$ cat config.mk
export PLATFORM = sky130hd
export DESIGN_NAME = trig_fifo_irq
export DESIGN_NICKNAME = d
export VERILOG_FILES = /design/src/rtl/tfi_pkg.sv /design/src/rtl/tfi_fifo.sv /design/src/rtl/tfi_datapath.sv /design/src/rtl/tfi_ctrl.sv /design/src/rtl/trig_fifo_irq.sv
export SDC_FILE = /design/constraint.sdc
export NUM_CORES = 1
export LEC_CHECK = 0
export BUFFER_PORTS_ARGS = -buffer_cell sky130_fd_sc_hd__buf_2
export CORE_ASPECT_RATIO = 0.7
export CORE_UTILIZATION = 30
export DETAILED_ROUTE_END_ITERATION = 7
export GPL_TIMING_DRIVEN = 1
export MAX_ROUTING_LAYER = met4
export PLACE_DENSITY_LB_ADDON = 0.05
export SLEW_MARGIN = 15
export SYNTH_ARGS = -nofsm -noshare
export SYNTH_HDL_FRONTEND = slang
export SYNTH_SLANG_ARGS = --single-unit
$ cat constraint.sdc
create_clock -name clk -period 4.33 [get_ports clk]
set_input_delay 0.866 -clock clk [delete_from_list [all_inputs] [get_ports clk]]
set_output_delay 0.866 -clock clk [all_outputs]
set_load 0.03 [all_outputs]
$ cat src/rtl/tfi_pkg.sv
package tfi_pkg;
  localparam int LVL_W = 7;
  localparam int STAT_W = 7;

  localparam logic [2:0] A_CTRL  = 3'd0;
  localparam logic [2:0] A_TRAIL = 3'd1;
  localparam logic [2:0] A_INTEN = 3'd2;
  localparam logic [2:0] A_STAT  = 3'd3;
  localparam logic [2:0] A_FSTAT = 3'd4;
  localparam logic [2:0] A_TXD   = 3'd5;
  localparam logic [2:0] A_RXD   = 3'd6;

  typedef struct packed {
    logic txPush;
    logic txPop;
    logic rxPush;
    logic rxPop;
    logic txClr;
    logic rxClr;
  } fifoStrobe_t;

  typedef struct packed {
    logic [LVL_W-1:0] txLevel;
    logic [LVL_W-1:0] rxLevel;
    logic             txFull;
    logic             txEmpty;
    logic             rxFull;
    logic             rxEmpty;
    logic [7:0]       txHead;
    logic [7:0]       rxHead;
  } fifoView_t;
endpackage

$ cat src/rtl/tfi_fifo.sv
module tfi_fifo #(
  parameter int DEPTH = 16,
  parameter int WIDTH = 8
) (
  input  logic                     clk,
  input  logic                     rst_n,
  input  logic                     clr,
  input  logic                     push,
  input  logic                     pop,
  input  logic [WIDTH-1:0]         wrData,
  output logic [WIDTH-1:0]         rdData,
  output logic [$clog2(DEPTH+1)-1:0] count,
  output logic                     full,
  output logic                     empty
);
  localparam int AW = (DEPTH > 1) ? $clog2(DEPTH) : 1;
  localparam int CW = $clog2(DEPTH + 1);

  logic [WIDTH-1:0] mem [DEPTH];
  logic [AW-1:0] wrPtr, rdPtr;
  logic [CW-1:0] cnt;

  function automatic logic [AW-1:0] nextPtr(input logic [AW-1:0] p);
    return (p == AW'(DEPTH - 1)) ? '0 : p + 1'b1;
  endfunction

  always_ff @(posedge clk or negedge rst_n) begin
    if (!rst_n) begin
      wrPtr <= '0;
      rdPtr <= '0;
      cnt   <= '0;
    end else if (clr) begin
      wrPtr <= '0;
      rdPtr <= '0;
      cnt   <= '0;
    end else begin
      if (push) wrPtr <= nextPtr(wrPtr);
      if (pop)  rdPtr <= nextPtr(rdPtr);
      case ({push, pop})
        2'b10:   cnt <= cnt + 1'b1;
        2'b01:   cnt <= cnt - 1'b1;
        default: cnt <= cnt;
      endcase
    end
  end

  always_ff @(posedge clk) begin
    if (push && !clr) mem[wrPtr] <= wrData;
  end

  assign empty  = (cnt == '0);
  assign full   = (cnt == CW'(DEPTH));
  assign count  = cnt;
  assign rdData = empty ? '0 : mem[rdPtr];
endmodule

$ cat src/rtl/tfi_datapath.sv
module tfi_datapath import tfi_pkg::*; #(
  parameter int DEPTH = 16
) (
  input  logic        clk,
  input  logic        rst_n,
  input  fifoStrobe_t strobe,
  input  logic [7:0]  txWrData,
  input  logic [7:0]  rxWrData,
  output fifoView_t   view
);
  localparam int CW = $clog2(DEPTH + 1);

  logic [CW-1:0] txCount, rxCount;

  tfi_fifo #(.DEPTH(DEPTH), .WIDTH(8)) u_txFifo (
    .clk(clk), .rst_n(rst_n), .clr(strobe.txClr),
    .push(strobe.txPush), .pop(strobe.txPop), .wrData(txWrData),
    .rdData(view.txHead), .count(txCount),
    .full(view.txFull), .empty(view.txEmpty)
  );

  tfi_fifo #(.DEPTH(DEPTH), .WIDTH(8)) u_rxFifo (
    .clk(clk), .rst_n(rst_n), .clr(strobe.rxClr),
    .push(strobe.rxPush), .pop(strobe.rxPop), .wrData(rxWrData),
    .rdData(view.rxHead), .count(rxCount),
    .full(view.rxFull), .empty(view.rxEmpty)
  );

  assign view.txLevel = LVL_W'(txCount);
  assign view.rxLevel = LVL_W'(rxCount);
endmodule

$ cat src/rtl/tfi_ctrl.sv
module tfi_ctrl import tfi_pkg::*; (
  input  logic              clk,
  input  logic              rst_n,
  input  logic [2:0]        regAddr,
  input  logic              regWrEn,
  input  logic [31:0]       regWrData,
  input  logic              regRdEn,
  output logic [31:0]       regRdData,
  input  logic              engTxPop,
  input  logic              engRxPush,
  input  fifoView_t         view,
  output fifoStrobe_t       strobe,
  output logic [STAT_W-1:0] intStat,
  output logic [2:0]        irqMask,
  output logic              irq
);
  logic             rxEn, txEn;
  logic [LVL_W-1:0] rxTrig, txTrig;
  logic [3:0]       trailLimit, trailCnt;
  logic [STAT_W-1:0] events, w1c;
  logic txPushReq, txPopReq, rxPushReq, rxPopReq;
  logic trailWait, rxTouch, trailHit;

  assign txPushReq = regWrEn && (regAddr == A_TXD) && txEn;
  assign rxPopReq  = regRdEn && (regAddr == A_RXD) && rxEn;
  assign txPopReq  = engTxPop && txEn;
  assign rxPushReq = engRxPush && rxEn;

  always_comb begin
    strobe.txPush = txPushReq && !view.txFull;
    strobe.txPop  = txPopReq  && !view.txEmpty;
    strobe.rxPush = rxPushReq && !view.rxFull;
    strobe.rxPop  = rxPopReq  && !view.rxEmpty;
    strobe.txClr  = !txEn;
    strobe.rxClr  = !rxEn;
  end

  // configuration registers
  always_ff @(posedge clk or negedge rst_n) begin
    if (!rst_n) begin
      rxEn       <= 1'b0;
      txEn       <= 1'b0;
      rxTrig     <= '0;
      txTrig     <= '0;
      trailLimit <= '0;
      irqMask    <= '0;
    end else if (regWrEn) begin
      case (regAddr)
        A_CTRL: begin
          rxEn   <= regWrData[0];
          txEn   <= regWrData[1];
          rxTrig <= regWrData[10:4];
          txTrig <= regWrData[22:16];
        end
        A_TRAIL: trailLimit <= regWrData[3:0];
        A_INTEN: irqMask    <= {regWrData[6], regWrData[1], regWrData[0]};
        default: ;
      endcase
    end
  end

  // trailing idle timer
  assign trailWait = rxEn && !view.rxEmpty && (view.rxLevel < rxTrig);
  assign rxTouch   = engRxPush || (regRdEn && (regAddr == A_RXD));
  assign trailHit  = trailWait && !rxTouch && (trailLimit != 4'd0) &&
                     ({1'b0, trailCnt} + 5'd1 == {1'b0, trailLimit});

  always_ff @(posedge clk or negedge rst_n) begin
    if (!rst_n)                     trailCnt <= '0;
    else if (!trailWait || rxTouch) trailCnt <= '0;
    else if (trailCnt != trailLimit) trailCnt <= trailCnt + 1'b1;
  end

  // sticky cause collection
  always_comb begin
    events[0] = txEn && (view.txLevel <= txTrig);
    events[1] = rxEn && (view.rxLevel >= rxTrig);
    events[2] = txPopReq  && view.txEmpty;
    events[3] = txPushReq && view.txFull;
    events[4] = rxPopReq  && view.rxEmpty;
    events[5] = rxPushReq && view.rxFull;
    events[6] = trailHit;
    w1c = (regWrEn && (regAddr == A_STAT)) ? regWrData[STAT_W-1:0] : '0;
  end

  always_ff @(posedge clk or negedge rst_n) begin
    if (!rst_n) intStat <= '0;
    else        intStat <= (intStat & ~w1c) | events;
  end

  assign irq = |({intStat[6], intStat[1], intStat[0]} & irqMask);

  always_comb begin
    case (regAddr)
      A_CTRL:  regRdData = {9'b0, txTrig, 5'b0, rxTrig, 2'b0, txEn, rxEn};
      A_TRAIL: regRdData = {28'b0, trailLimit};
      A_INTEN: regRdData = {25'b0, irqMask[2], 4'b0, irqMask[1], irqMask[0]};
      A_STAT:  regRdData = {25'b0, intStat};
      A_FSTAT: regRdData = {7'b0, view.rxEmpty, view.rxFull, view.rxLevel,
                            7'b0, view.txEmpty, view.txFull, view.txLevel};
      A_RXD:   regRdData = {24'b0, view.rxHead};
      default: regRdData = '0;
    endcase
  end
endmodule

$ cat src/rtl/trig_fifo_irq.sv
module trig_fifo_irq import tfi_pkg::*; #(
  parameter int DEPTH = 16
) (
  input  logic        clk,
  input  logic        rst_n,
  input  logic [2:0]  regAddr,
  input  logic        regWrEn,
  input  logic [31:0] regWrData,
  input  logic        regRdEn,
  output logic [31:0] regRdData,
  input  logic        engTxPop,
  output logic [7:0]  engTxData,
  input  logic        engRxPush,
  input  logic [7:0]  engRxData,
  output logic        irq
);
  fifoStrobe_t       strobe;
  fifoView_t         view;
  logic [STAT_W-1:0] intStat;
  logic [2:0]        irqMask;

  tfi_ctrl u_ctrl (
    .clk(clk), .rst_n(rst_n), .regAddr(regAddr), .regWrEn(regWrEn),
    .regWrData(regWrData), .regRdEn(regRdEn), .regRdData(regRdData),
    .engTxPop(engTxPop), .engRxPush(engRxPush), .view(view),
    .strobe(strobe), .intStat(intStat), .irqMask(irqMask), .irq(irq)
  );

  tfi_datapath #(.DEPTH(DEPTH)) u_datapath (
    .clk(clk), .rst_n(rst_n), .strobe(strobe),
    .txWrData(regWrData[7:0]), .rxWrData(engRxData), .view(view)
  );

  assign engTxData = view.txHead;
endmodule

## After elaboration in Yosys (flattened, before gate mapping)

Memories as Yosys holds them, arrays and structs flattened.
Index checks and enable logic that the tools add are counted.

| storage, ports and cells | value |
|---|---|
| output and inout bits | 41 |
| bits in writable memories | 256 |
| word-level logic and storage cells | 124 |
| memories | 2 |
| register bits after elaboration | 60 |

| operators by class | value |
|---|---|
| magnitude comparators | 3 |
| reductions and logical operators | 41 |
| bitwise operators | 4 |
| mux-type cells | 26 |
| add/sub/neg operators | 10 |
| equality and inequality tests | 24 |

Memories:

| memory | depth | width | rd ports | clocked after memory_dff | wr ports | RTL line | source |
|---|---|---|---|---|---|---|---|
| u_datapath.u_rxFifo.mem | 16 | 8 | 1 | 0 | 1 | tfi_fifo.sv:19 | `logic [WIDTH-1:0] mem [DEPTH];` |
| u_datapath.u_txFifo.mem | 16 | 8 | 1 | 0 | 1 | tfi_fifo.sv:19 |  |

Operators by type and width:

| cell | number |
|---|---|
| $pmux W25 S6 | 1 |
| $mux W4 | 14 |
| $logic_and A1 B1 Y1 | 24 |
| $add A4 B1 Y4 const B | 5 |
| $pmux W5 S2 | 2 |
| $eq A4 B4 Y1 const B | 4 |
| $mux W8 | 2 |
| $add A5 B1 Y5 const B | 2 |
| $eq A5 B5 Y1 const B | 2 |
| $logic_not A5 Y1 | 2 |
| $mux W5 | 2 |
| $sub A5 B1 Y5 const B | 2 |
| $eq A3 B3 Y1 const B | 3 |
| $ne A2 B1 Y1 const B | 4 |
| $and A7 B7 Y7 | 1 |
| $ge A5 B7 Y1 | 1 |
| $le A5 B7 Y1 | 1 |
| $lt A5 B7 Y1 | 1 |
| $mux W7 | 1 |
| $not A7 Y7 | 1 |
| $or A7 B7 Y7 | 1 |
| $eq A3 B2 Y1 const B | 2 |
| $logic_not A1 Y1 | 6 |
| $ne A3 B1 Y1 const B | 2 |
| 14 further kinds | 22 |

## Longest topological paths before layout

| logic depth | value |
|---|---|
| word-level depth | 8 |
| gate-level depth with buffers | 13 |
| mapped depth without buffers | 10 |

## Cells and area by module

A second synthesis with hierarchy kept.

| second synthesis, totals | value |
|---|---|
| cells, all modules | 910 |
| area, all modules | 14,192.4 µm² |

By module, submodules not included:

| module | sequential area each (µm²) | instances | cells each | area each (µm²) |
|---|---|---|---|---|
| tfi_fifo at u_datapath.u_rxFifo | 4,169.0 | 1 | 318 | 5,911.9 |
| tfi_fifo at u_datapath.u_txFifo | 4,169.0 | 1 | 312 | 5,823.1 |
| tfi_ctrl | 850.8 | 1 | 275 | 2,423.6 |
| tfi_datapath | 0.0 | 1 | 5 | 33.8 |

## Worst setup path after synthesis

No wires, ideal clock.

| timing path | value |
|---|---|
| kind | reg2out |
| start point | register u_datapath.u_txFifo.rdPtr[0] |
| end point | output port engTxData[7] |
| path slack | 1,145 ps |
| arrival time | 2,319 ps |
| stages on the path, launching flop included | 7 |
| path through | dfrtp_1 > clkbuf_1 > buf_2 > mux4_2 > mux4_2 > and2_1 > buf_4 |

RTL lines:

| element | RTL line | source |
|---|---|---|
| start, declared | tfi_fifo.sv:20 | `logic [AW-1:0] wrPtr, rdPtr;` |
| start signal, assigned | tfi_fifo.sv:38 | `if (pop) rdPtr <= nextPtr(rdPtr);` |
| end, declared | trig_fifo_irq.sv:12 | `output logic [7:0] engTxData,` |

## Worst setup path after layout

| timing path | value |
|---|---|
| start point | register u_datapath.u_rxFifo.rdPtr[0] |
| end point | output port regRdData[1] |

| between the ends | value |
|---|---|
| cells in the longest elaborated chain, start to end | 3 |

RTL lines:

| element | RTL line | source |
|---|---|---|
| start, declared | tfi_fifo.sv:20 |  |
| start signal, assigned | tfi_fifo.sv:38 |  |
| $mem_v2 Z16 W8 | - |  |
| $mux W8 | tfi_fifo.sv:54 | `assign rdData = empty ? '0 : mem[rdPtr];` |
| $pmux W25 S6 | tfi_ctrl.sv:94 | `case (regAddr)` |
| end, declared | trig_fifo_irq.sv:10 | `output logic [31:0] regRdData,` |

No other way between the ends.

==> impl_metrics.ini <==
[critical_path]
r2r_slack_ps = 1000
cp-end-kind = output pin
reg2reg_to = u_datapath.u_txFifo.count[4]
cp.arrival_ps = 3150
required_ps = 3460
cp_max_fo = 16
start_kind = flip-flop
reg2reg_depth = 10
criticalPathCategory = reg2out
reg2reg_from = u_datapath.u_txFifo.count[1]

[clocking]
cts_tree = built
post_cts_buffers = 0
clk_pin_slew_ps = 60
cts-htree-levels = 2
root_buffer = clkbuf_16
cts-resized-gates = 0
cts_sinks = 316
numCtsBuffers = 36
cts_buffer_depth = 3
clk_latency_ps = 530
cts.hold.buffers_added = 0

[synthesis]
ys_ff_latch = 316
async_flop_share_pct = 19.0
synthesis.area_sq_um = 14100
yosysUniqueCellTypes = 58
synth.avg_cell_area_sq_um = 15.6
ys.warnings.count = 0
netlist_top_cells_area = edfxtp_1, mux4_2, dfrtp_1
synth_top_cell_by_area = edfxtp_1
yosysTopAreaCellShare_pct = 54.5
synth_flop_cell = edfxtp_1
yosysSeqAreaShare_pct = 65.1
synth_cells = 903
synth-edff-count = 256

[global_routing]
grt_pass1_vias = 7985
grt_overflow = 0
grt_max_degree = 38
grt_use_total_pct = 16.4
antenna_found_initial = 0
grt_pass1_wl_microns = 55000

[route]
drt-pass1-iter-count = 6
drt-total-wl_microns = 37400
routedWlPerCell_microns = 23.4
top_layer_used = met4
wl_met3_microns = 1340
antenna_left = 0
drtIter0Drc = 600
num_vias = 7873
vias_per_cell = 4.92
m1WireLength_microns = 21200
wl_met2_microns = 14300
drcViolationCount = 7

[power_and_ir_drop]
vdd_drop_max_v = 0.000226
power_leakage_uw = 0.00561
total_power_uw = 7960
powerDensity_nw_per_um2 = 491

[floorplanning]
dieWidth_microns = 261
fp.coreArea_sq_um = 46400
start_util_pct = 30.4
die_h_microns = 183
row_count = 66
ios = 90
dieArea_sq_um = 47900

[placement]
place_ws_ps = 707
place_area_sq_um = 15000
placed_cells = 1537
routabilityCongestion = 0.751
portBuffers = 63
dp_hpwl_microns = 25200

[sta]
worst_pin_slew_ps = 1030
fin_tns_setup_ps = 0
period_needed_ps = 4020
slew_violations = 0
finalSetupViolCount = 0
hold_viol = 0
post-route-period-util_pct = 92.8
skew_ps = 14.3
layout_setup_ws_ps = 312
fmax_mhz = 249
rsz0062_at_grt = false
relSlewSlack_pct = 31.0

[cells_and_area]
instances_no_fill = 1600
nets = 1036
final_layout_size_suffix_gt1_share_pct = 24.2
area_growth_pct = 14.8
stdcell_area_sq_um = 16200
n_antenna_cell = 0

[run_status]
status = complete, but fails checks
violations = DRC

[run]
cap_violations = 0

[min_path]
hold_class = in2async
## layout by cell type, fill, tap and decap left out, types with 11 or more instances in the layout
cell	instances
nand4_1	11
clkbuf_16	37
clkbuf_1	11
inv_1	26
ha_1	24
buf_2	63
xnor2_1	11
buf_4	22
dfrtp_1	57
mux2_2	23
xor2_1	12
nand2_1	50
mux4_2	73
mux2i_1	20
a21oi_1	21
and2_1	44
nand3_1	12
edfxtp_1	256
conb_1	12
o21ai_0	29
nor2_1	47
## worst max-delay path: stages (launching register included)
cell	delay, ps
dfrtp_2	740
buf_4	270
mux4_2	490
a211oi_1	530
a211o_1	190
o221ai_1	160
buf_2	230
## synth_stat cells, types with 4 or more instances
| cell type | count |
|---|---|
| nor3_1 | 8 |
| o221ai_1 | 5 |
| a31oi_1 | 4 |
| nand4_1 | 11 |
| nor2_1 | 48 |
| edfxtp_1 | 256 |
| nand2b_1 | 5 |
| o211ai_1 | 5 |
| nand2_1 | 50 |
| nor2b_1 | 6 |
| nand3_1 | 12 |
| mux2_2 | 23 |
| clkbuf_1 | 38 |
| buf_4 | 20 |
| and2_1 | 44 |
| buf_1 | 5 |
| inv_1 | 26 |
| nor3b_1 | 5 |
| mux2i_1 | 20 |
| o21a_1 | 4 |
| o31ai_1 | 5 |
| xor2_1 | 12 |
| nor4_1 | 4 |
| dfrtp_1 | 60 |
| o22ai_1 | 4 |
| a22oi_1 | 8 |
| buf_2 | 10 |
| o21ai_0 | 29 |
| mux4_2 | 73 |
| a21oi_1 | 21 |
| nand3b_1 | 4 |
| ha_1 | 24 |
| xnor2_1 | 11 |
## power breakdown
part | switching (uW) | total, uW | leakage [uW] | internal, uW
clock | 1230 | 3060 | 0.000564 | 1830
combinational | 812 | 1320 | 0.00197 | 511
sequential | 179 | 3580 | 0.00308 | 3400
total | 2220 | 7960 | 0.00561 | 5740
## state kept, by name (all words and copies together) (netlist names)
name	count
u_ctrl.trailCnt	4
u_datapath.u_rxFifo.wrPtr	4
u_ctrl.rxEn	1
u_datapath.u_txFifo.mem	128
u_ctrl.rxTrig	7
u_datapath.u_txFifo.wrPtr	4
u_datapath.u_txFifo.count	5
u_datapath.u_rxFifo.rdPtr	4
u_ctrl.txTrig	7
u_datapath.u_txFifo.rdPtr	4
u_ctrl.intStat	7
u_ctrl.trailLimit	4
u_datapath.u_rxFifo.count	5
u_ctrl.irqMask	3
u_datapath.u_rxFifo.mem	128
u_ctrl.txEn	1
## logic make-up after synthesis
| family | Yosys count | share of synthesized area [%] |
|---|---|---|
| AOI/OAI and AO/OA | 110 | 5.27 |
| xor gates and xnor gates | 23 | 1.43 |
| adders and majority gates | 24 | 2.13 |
| buffers and inverters | 101 | 3.41 |
| DFF | 316 | 65.1 |
| muxes | 116 | 14.9 |
| other | 1 | 0.0266 |
| and+or+nand+nor | 212 | 7.72 |
## area by class of cell
cell class	count	area [sq um]
Timing Repair Buffer	86	500
Tap cell	612	766
Clock buffer	49	981
Inverter	26	97.6
Multi-Input combinational cell	497	4490
Clock inverter	14	176
Sequential cell	316	9190
Fill cell	4474	30200
## worst max-delay path by stage
stage,slack (ps),cells after the start,endpoint,start
3_5_place_dp,710,11,u_datapath.u_txFifo.count[4],regAddr[0]
5_1_grt,80,6,regRdData[3],u_datapath.u_rxFifo.rdPtr[0]
6_report,310,6,regRdData[1],u_datapath.u_rxFifo.rdPtr[0]
4_1_cts,220,6,regRdData[3],u_datapath.u_rxFifo.rdPtr[0]
2_1_floorplan,1140,6,engTxData[7],u_datapath.u_txFifo.rdPtr[0]
3_3_place_gp,710,11,u_datapath.u_txFifo.count[4],regAddr[0]
## per-stage QoR
| stage | utilization [%] | hold slack [ps] |
|---|---|---|
| 6_report | 34.9 | 349 |
| 3_3_place_gp | 32.4 | 480 |
| 3_5_place_dp | 32.4 | 479 |
| 5_1_grt | 34.9 | 364 |
| 4_1_cts | 34.9 | 344 |
| 2_1_floorplan | - | 441 |
## per-layer routing
layer	up-vias	global-route usage, %
met4	0	3.67
met2	140	20.2
met3	47	2.55
met5	-	-
met1	4119	27.1
li1	3567	-
Power figures use the tool's default switching activity.
